===== src/rtl/dgf_pkg.sv =====
package dgf_pkg;
  localparam int STAT_W = 9;
  localparam int IRQ_W  = 6;

  // bit positions inside the status word
  localparam int ST_TX_DONE  = 0;
  localparam int ST_RX_DONE  = 1;
  localparam int ST_RX_AVAIL = 2;
  localparam int ST_TX_AVAIL = 3;
  localparam int ST_RX_EMPTY = 4;
  localparam int ST_TX_FULL  = 5;
  localparam int ST_X4       = 8;

  typedef struct packed {
    logic tx_full;
    logic rx_empty;
    logic tx_avail;
    logic rx_avail;
  } dgf_flags_t;
endpackage


===== src/rtl/dgf_byte_fifo.sv =====
module dgf_byte_fifo #(
  parameter int DEPTH = 16,
  parameter int LANES = 4,
  localparam int AW = $clog2(DEPTH),
  localparam int CW = AW + 1,
  localparam int NW = $clog2(LANES + 1)
) (
  input  logic               clk,
  input  logic               rst_n,
  input  logic [NW-1:0]      push_n,
  input  logic [8*LANES-1:0] push_data,
  input  logic [NW-1:0]      pop_n,
  output logic [8*LANES-1:0] head_data,
  output logic [CW-1:0]      count
);
  logic [7:0]    mem [DEPTH];
  logic [AW-1:0] wr_ptr, rd_ptr;

  // several lanes may be written in the same cycle
  always_ff @(posedge clk) begin
    for (int k = 0; k < LANES; k++) begin
      if (NW'(k) < push_n) mem[wr_ptr + AW'(k)] <= push_data[8*k +: 8];
    end
  end

  always_ff @(posedge clk or negedge rst_n) begin
    if (!rst_n) begin
      wr_ptr <= '0;
      rd_ptr <= '0;
      count  <= '0;
    end else begin
      wr_ptr <= wr_ptr + AW'(push_n);
      rd_ptr <= rd_ptr + AW'(pop_n);
      count  <= count + CW'(push_n) - CW'(pop_n);
    end
  end

  for (genvar g = 0; g < LANES; g++) begin : g_head
    assign head_data[8*g +: 8] = mem[rd_ptr + AW'(g)];
  end

  assert_no_overflow_R6: assert property (@(posedge clk) disable iff (!rst_n)
    CW'(push_n) <= CW'(DEPTH) - count);
  assert_no_underflow_R7: assert property (@(posedge clk) disable iff (!rst_n)
    CW'(pop_n) <= count);
endmodule


===== src/rtl/dgf_flags.sv =====
module dgf_flags
  import dgf_pkg::*;
#(
  parameter int DEPTH = 16,
  parameter int LANES = 4,
  localparam int CW = $clog2(DEPTH) + 1
) (
  input  logic       [CW-1:0] tx_cnt,
  input  logic       [CW-1:0] rx_cnt,
  input  logic                x4,
  output dgf_flags_t          flags
);
  logic [CW-1:0] tx_free, thr;

  always_comb begin
    tx_free        = CW'(DEPTH) - tx_cnt;
    thr            = x4 ? CW'(LANES) : CW'(1);
    flags.tx_avail = tx_free >= thr;
    flags.tx_full  = tx_free <  thr;
    flags.rx_avail = rx_cnt  >= thr;
    flags.rx_empty = rx_cnt  <  thr;
  end
endmodule


===== src/rtl/dgf_status.sv =====
module dgf_status
  import dgf_pkg::*;
(
  input  logic              clk,
  input  logic              rst_n,
  input  logic              cmd_word_mode,
  input  logic              cmd_byte_mode,
  input  logic              ier_we,
  input  logic [IRQ_W-1:0]  ier_wdata,
  input  logic              done_clr_we,
  input  logic [1:0]        done_clr_bits,
  input  logic              count_wr,
  input  logic              eng_tx_all,
  input  logic              eng_rx_all,
  input  logic              rx_drained,
  input  dgf_flags_t        flags,
  output logic              x4,
  output logic [IRQ_W-1:0]  ier_q,
  output logic [STAT_W-1:0] status,
  output logic              irq
);
  logic tx_done, rx_done, rx_pend;
  logic clr_tx, clr_rx;

  assign clr_tx = count_wr | (done_clr_we & done_clr_bits[0]);
  assign clr_rx = count_wr | (done_clr_we & done_clr_bits[1]);

  always_ff @(posedge clk or negedge rst_n) begin
    if (!rst_n) begin
      x4      <= 1'b0;
      ier_q   <= '0;
      tx_done <= 1'b0;
      rx_done <= 1'b0;
      rx_pend <= 1'b0;
    end else begin
      if (cmd_byte_mode)      x4 <= 1'b0;
      else if (cmd_word_mode) x4 <= 1'b1;
      if (ier_we) ier_q <= ier_wdata;
      tx_done <= clr_tx ? 1'b0 : (tx_done | eng_tx_all);
      rx_pend <= clr_rx ? 1'b0 : (rx_pend | eng_rx_all);
      rx_done <= clr_rx ? 1'b0 : (rx_done | ((rx_pend | eng_rx_all) & rx_drained));
    end
  end

  always_comb begin
    status              = '0;
    status[ST_TX_DONE]  = tx_done;
    status[ST_RX_DONE]  = rx_done;
    status[ST_RX_AVAIL] = flags.rx_avail;
    status[ST_TX_AVAIL] = flags.tx_avail;
    status[ST_RX_EMPTY] = flags.rx_empty;
    status[ST_TX_FULL]  = flags.tx_full;
    status[ST_X4]       = x4;
    irq                 = |(status[IRQ_W-1:0] & ier_q);
  end

  assert_byte_cmd_R4: assert property (@(posedge clk) disable iff (!rst_n)
    cmd_byte_mode |=> !x4);
  assert_tx_sticky_R9: assert property (@(posedge clk) disable iff (!rst_n)
    (tx_done && !clr_tx) |=> tx_done);
  assert_rx_from_empty_R10: assert property (@(posedge clk) disable iff (!rst_n)
    $rose(rx_done) |-> $past(rx_drained));
  assert_rx_sticky_R10: assert property (@(posedge clk) disable iff (!rst_n)
    (rx_done && !clr_rx) |=> rx_done);
  assert_mask_off_R12: assert property (@(posedge clk) disable iff (!rst_n)
    (ier_q == '0) |-> !irq);
endmodule


===== src/rtl/dual_gran_fifo.sv =====
module dual_gran_fifo
  import dgf_pkg::*;
#(
  parameter int DEPTH = 16,
  parameter int LANES = 4
) (
  input  logic               clk,
  input  logic               rst_n,
  input  logic               tx_byte_valid,
  input  logic [7:0]         tx_byte_data,
  output logic               tx_byte_ready,
  input  logic               tx_word_valid,
  input  logic [8*LANES-1:0] tx_word_data,
  output logic               tx_word_ready,
  output logic               eng_tx_valid,
  output logic [7:0]         eng_tx_data,
  input  logic               eng_tx_ready,
  input  logic               eng_rx_valid,
  input  logic [7:0]         eng_rx_data,
  output logic               eng_rx_ready,
  output logic               rx_byte_valid,
  output logic [7:0]         rx_byte_data,
  input  logic               rx_byte_ready,
  output logic               rx_word_valid,
  output logic [8*LANES-1:0] rx_word_data,
  input  logic               rx_word_ready,
  input  logic               cmd_word_mode,
  input  logic               cmd_byte_mode,
  input  logic               ier_we,
  input  logic [5:0]         ier_wdata,
  output logic [5:0]         ier_q,
  input  logic               done_clr_we,
  input  logic [1:0]         done_clr_bits,
  input  logic               count_wr,
  input  logic               eng_tx_all,
  input  logic               eng_rx_all,
  output logic               x4_mode,
  output logic [8:0]         status,
  output logic               irq
);
  localparam int CW = $clog2(DEPTH) + 1;
  localparam int NW = $clog2(LANES + 1);
  localparam int WW = 8 * LANES;

  logic [CW-1:0] tx_cnt, rx_cnt, tx_free, rx_free;
  logic [NW-1:0] tx_push_n, tx_pop_n, rx_push_n, rx_pop_n;
  logic [WW-1:0] tx_push_data, rx_push_data, tx_head, rx_head;
  logic          tx_word_acc, tx_byte_acc, eng_tx_acc, eng_rx_acc;
  logic          rx_word_acc, rx_byte_acc;
  dgf_flags_t    flags;

  assign tx_free = CW'(DEPTH) - tx_cnt;
  assign rx_free = CW'(DEPTH) - rx_cnt;

  // bus -> TX FIFO: a word has priority over a byte
  assign tx_word_ready = tx_free >= CW'(LANES);
  assign tx_byte_ready = (tx_free != '0) && !tx_word_valid;
  assign tx_word_acc   = tx_word_valid && tx_word_ready;
  assign tx_byte_acc   = tx_byte_valid && tx_byte_ready;
  assign tx_push_n     = tx_word_acc ? NW'(LANES) : (tx_byte_acc ? NW'(1) : '0);
  assign tx_push_data  = tx_word_acc ? tx_word_data : WW'(tx_byte_data);

  // TX FIFO -> engine
  assign eng_tx_valid  = tx_cnt != '0;
  assign eng_tx_data   = tx_head[7:0];
  assign eng_tx_acc    = eng_tx_valid && eng_tx_ready;
  assign tx_pop_n      = eng_tx_acc ? NW'(1) : '0;

  // engine -> RX FIFO
  assign eng_rx_ready  = rx_free != '0;
  assign eng_rx_acc    = eng_rx_valid && eng_rx_ready;
  assign rx_push_n     = eng_rx_acc ? NW'(1) : '0;
  assign rx_push_data  = WW'(eng_rx_data);

  // RX FIFO -> bus: a word has priority over a byte
  assign rx_word_valid = rx_cnt >= CW'(LANES);
  assign rx_byte_valid = (rx_cnt != '0) && !rx_word_ready;
  assign rx_word_data  = rx_head;
  assign rx_byte_data  = rx_head[7:0];
  assign rx_word_acc   = rx_word_valid && rx_word_ready;
  assign rx_byte_acc   = rx_byte_valid && rx_byte_ready;
  assign rx_pop_n      = rx_word_acc ? NW'(LANES) : (rx_byte_acc ? NW'(1) : '0);

  dgf_byte_fifo #(.DEPTH(DEPTH), .LANES(LANES)) u_tx_fifo (
    .clk, .rst_n, .push_n(tx_push_n), .push_data(tx_push_data),
    .pop_n(tx_pop_n), .head_data(tx_head), .count(tx_cnt));

  dgf_byte_fifo #(.DEPTH(DEPTH), .LANES(LANES)) u_rx_fifo (
    .clk, .rst_n, .push_n(rx_push_n), .push_data(rx_push_data),
    .pop_n(rx_pop_n), .head_data(rx_head), .count(rx_cnt));

  dgf_flags #(.DEPTH(DEPTH), .LANES(LANES)) u_flags (
    .tx_cnt, .rx_cnt, .x4(x4_mode), .flags);

  dgf_status u_status (
    .clk, .rst_n, .cmd_word_mode, .cmd_byte_mode, .ier_we, .ier_wdata,
    .done_clr_we, .done_clr_bits, .count_wr, .eng_tx_all, .eng_rx_all,
    .rx_drained(rx_cnt == '0), .flags, .x4(x4_mode), .ier_q, .status, .irq);

  assert_x4_word_room_R3: assert property (@(posedge clk) disable iff (!rst_n)
    (x4_mode && status[ST_TX_AVAIL]) |-> tx_word_ready);
  assert_word_drop_R6: assert property (@(posedge clk) disable iff (!rst_n)
    (tx_word_valid && !tx_word_ready && !eng_tx_acc) |=> $stable(tx_cnt));
endmodule


===== config.mk =====
export PLATFORM = sky130hd
export DESIGN_NAME = dual_gran_fifo
export DESIGN_NICKNAME = d
export VERILOG_FILES = /design/src/rtl/dgf_pkg.sv /design/src/rtl/dgf_byte_fifo.sv /design/src/rtl/dgf_flags.sv /design/src/rtl/dgf_status.sv /design/src/rtl/dual_gran_fifo.sv
export SDC_FILE = /design/constraint.sdc
export NUM_CORES = 1
export LEC_CHECK = 0
export BUFFER_PORTS_ARGS = -buffer_cell sky130_fd_sc_hd__buf_2
export CORE_ASPECT_RATIO = 1.2
export CORE_UTILIZATION = 45
export DETAILED_ROUTE_END_ITERATION = 12
export PLACE_DENSITY = 0.69
export SLEW_MARGIN = 0
export SYNTH_ARGS = -nofsm -noshare
export SYNTH_HDL_FRONTEND = slang
export SYNTH_SLANG_ARGS = --single-unit

===== constraint.sdc =====
create_clock -name clk -period 10.2 [get_ports clk]
set_clock_uncertainty 0.15 [all_clocks]
set_input_delay 2.04 -clock clk [delete_from_list [all_inputs] [get_ports clk]]
set_output_delay 2.04 -clock clk [all_outputs]
set_load 0.01 [all_outputs]

==> summary.md <==
| Metric | Value |
|---|---|
| Power share of the combinational group | 54.7% |
| RR Startpoint | u_tx_fifo.count[1] |
| Sum of net half-perimeters after detailed placement | 40200 um |
| Fin. max-slew vios | 0 |
| Worst slew pin tran | 1.30 ns |
| Max Cap Viol | 0 |
| CTS tree | done |
| Die area | 43800 um^2 |
| Post-synth cell types | 70 |
| CP Launch Type | register |
| Global Route Usage Sum | 26.9% |
| Post-synth EDFFs | 256 |
| Final worst path period need | 6.60 ns |
| Cell area power density | 348 nW/um^2 |
| Critical path required time | 8.01 ns |
| WL/cell | 28.6 um |
| Register share of total power | 29.0% |
| Worst Path Arrival | 4.41 ns |
| Number of port buffers | 139 |
| Worst skew pair latency | 0.53 ns |
| RD Place Congestion | 0.935 |
| Pre-CTS WS | 4.08 ns |
| Final setup fails | 0 |
| H-tree levels | 2 |
| Core box area | 42100 um^2 |
| Clock tree root buffer cell | clkbuf_16 |
| DR pass1 iterations | 7 |
| Yosys warns | 0 |
| Fill cells | 3568 |
| Predominant post-synthesis flop cell | edfxtp_1 |
| Min-delay worst type | register to register |
| RSZ-0062 raised after global routing | false |
| Vias in the first global route | 14100 |
| Synthesized area per cell | 13.3 um^2 |
| Psw | 2.99 mW |
| Hold Slack | 0.327 ns |
| Post-layout util | 50.7% |
| Hold Path Origin | u_status.rx_pend |
| Clk pin slew, worst setup/hold paths | 0.06 ns |
| Layout cell share with drive strength beyond 1 | 31.2% |
| Commonest non-fill, non-tap cell in the layout | edfxtp_1 |
| # nets final | 1607 |
| CP endpoint kind | output port |
| First-pass GRT wire length | 88100 um |
| Internal power component | 4.42 mW |
| Routed vias/inst | 7.03 |
| # IOs | 142 |
| Clock power frac | 16.3% |
| Switching share of power | 40.3% |
| GRT Residual Overflow | 0 |
| Remaining DRCs | 0 |
| Outcome | finished clean |
| VDD IR-drop max | 274 uV |
| Worst Setup Path Type | register to output port |
| LEAKAGE | 7.32 nW |
| CTS Buffer Depth | 3 |
| Yosys reg bits | 292 |
| Post-CTS setup repair buffer count | 0 |
| Reg2Reg Setup Slack | 5.98 ns |
| Detailed-route via count | 14500 |
| Critical path launch point | u_rx_fifo.rd_ptr[0] |
| Sequential area share after synthesis | 44.5% |
| Achievable Freq | 0.152 GHz |
| Routed WL | 59100 um |
| Post-Syn Area | 19300 um^2 |
| Commonest cells after routing, fill and taps aside | edfxtp_1, mux4_2, nor2_1, buf_2, a22oi_1 |
| Total negative slack | 0 ns |
| Sink Count | 292 |
| Row count | 82 |
| Area growth from synthesis to layout | 10.3% |
| FFs w/ async S/R, synth | 12.3% |
| Initial DRC count | 1816 |
| Worst Slack Setup Final | 3.60 ns |
| Endpoints failing hold | 0 |
| Gate Count Post-Synth | 1450 |
| Total power | 7.42 mW |
| Largest net degree at the start of global routing | 69 |
| Die X | 191 um |
| CTS Hold Buffers Added | 0 |
| Cts bufs inserted | 34 |
| Crit share post-route | 64.7% |
| Initial Utilization | 45.9% |
| Final ANT Viol Nets | 0 |
| Die Y | 229 um |
| Crit-path max FO | 68 |
| Antenna violations before repair | 2 |
| Worst rel slew slack | 12.5% |
| Post-cts resize count | 0 |
kinds of logic after synthesis:
| kind of cell | Yosys count | share of synthesized area [%] |
|---|---|---|
| buf+inv | 176 | 4.18 |
| fa+ha+maj | 37 | 2.47 |
| compound gates | 343 | 12.3 |
| simple gates | 288 | 7.36 |
| flops | 292 | 44.5 |
| xor+xnor | 28 | 1.37 |
| mux | 285 | 27.8 |
| other cells | 1 | 0.0194 |
stage by stage:
step	cell area, um^2	instances
CTS	21300	2067
finish	21300	2069
floorplan	19300	1451
detailed placement	20200	2009
global route	21300	2068
global placement	20200	2009
power groups by stage:
stage          Sequential (mW)  Combinational (mW)  Clock [mW]
2_1_floorplan             1.90                3.14           0
6_report                  2.15                4.06        1.21
4_1_cts                   2.15                4.05        1.22
5_1_grt                   2.19                4.34        1.26
3_5_place_dp              2.16                4.04           0
3_3_place_gp              2.15                3.94           0
registers in the layout (all words and copies together) (netlist names), 4 cells and up:
name              count
u_rx_fifo.count       5
u_rx_fifo.mem       128
u_rx_fifo.rd_ptr      4
u_rx_fifo.wr_ptr      4
u_status.ier_q        6
u_tx_fifo.count       5
u_tx_fifo.mem       128
u_tx_fifo.rd_ptr      4
u_tx_fifo.wr_ptr      4
final cells by class:
type / instances / area, um^2 / share of cell area, %
diodes: 2 / 5.00 / 0.0235
clock buffers: 40 / 893 / 4.19
clock inverters: 18 / 191 / 0.898
inverters: 21 / 78.8 / 0.370
multi-input cells: 983 / 9950 / 46.7
flip-flops and latches: 292 / 8600 / 40.3
well taps: 546 / 683 / 3.21
repair buffers: 167 / 906 / 4.25
Yosys cell counts (5+ instances only):
cell | n | area (um^2)
edfxtp_1 | 256 | 7690
mux4_2 | 200 | 4500
nor2_1 | 165 | 619
a22oi_1 | 106 | 796
mux2i_1 | 71 | 711
clkbuf_1 | 70 | 263
o21ai_0 | 57 | 285
o31ai_1 | 48 | 360
buf_2 | 42 | 210
a21oi_1 | 36 | 180
dfrtp_1 | 36 | 901
ha_1 | 35 | 438
nand2_1 | 30 | 113
buf_1 | 21 | 78.8
inv_1 | 20 | 75.1
o21ai_1 | 20 | 100
buf_4 | 19 | 143
xnor2_1 | 16 | 140
a211o_1 | 14 | 123
mux2_2 | 13 | 146
nor3_1 | 13 | 65.1
nand3_1 | 12 | 60.1
nor3_2 | 12 | 120
xor2_1 | 11 | 96.3
a221o_1 | 10 | 100
or3_1 | 9 | 56.3
a311oi_1 | 8 | 70.1
nand2b_1 | 8 | 50.1
nor2b_1 | 8 | 50.1
nor3_4 | 6 | 97.6
o22ai_1 | 6 | 37.5
a21o_1 | 5 | 37.5
or2_1 | 5 | 31.3
path summary, 6_finish.rpt:
path / end / depth (start not counted)
worst min register to register: u_status.rx_pend / 1
worst min-delay path: u_status.rx_pend / 1
worst max register to register: u_tx_fifo.mem[11][7] / 10
worst max-delay path: rx_word_data[29] / 5
min in group asynchronous: u_status.rx_done / 1
max in group asynchronous: u_rx_fifo.rd_ptr[0] / 1
critical path, stage by stage, from the launching register on:
cell and delay (ns):
dfrtp_4 1.15, buf_4 0.93, a21oi_1 0.17, xnor2_1 0.99
mux4_2 0.44, buf_2 0.16
routing by layer:
metal | routed length, um | global-route usage [%] | vias to the layer above
met5 | 13 | 0 | -
met4 | 3300 | 13.9 | 2
met3 | 6630 | 4.60 | 191
met2 | 28600 | 43.6 | 1191
met1 | 20500 | 34.5 | 7194
li1 | - | - | 5964
(Power assumes the default switching activity.)
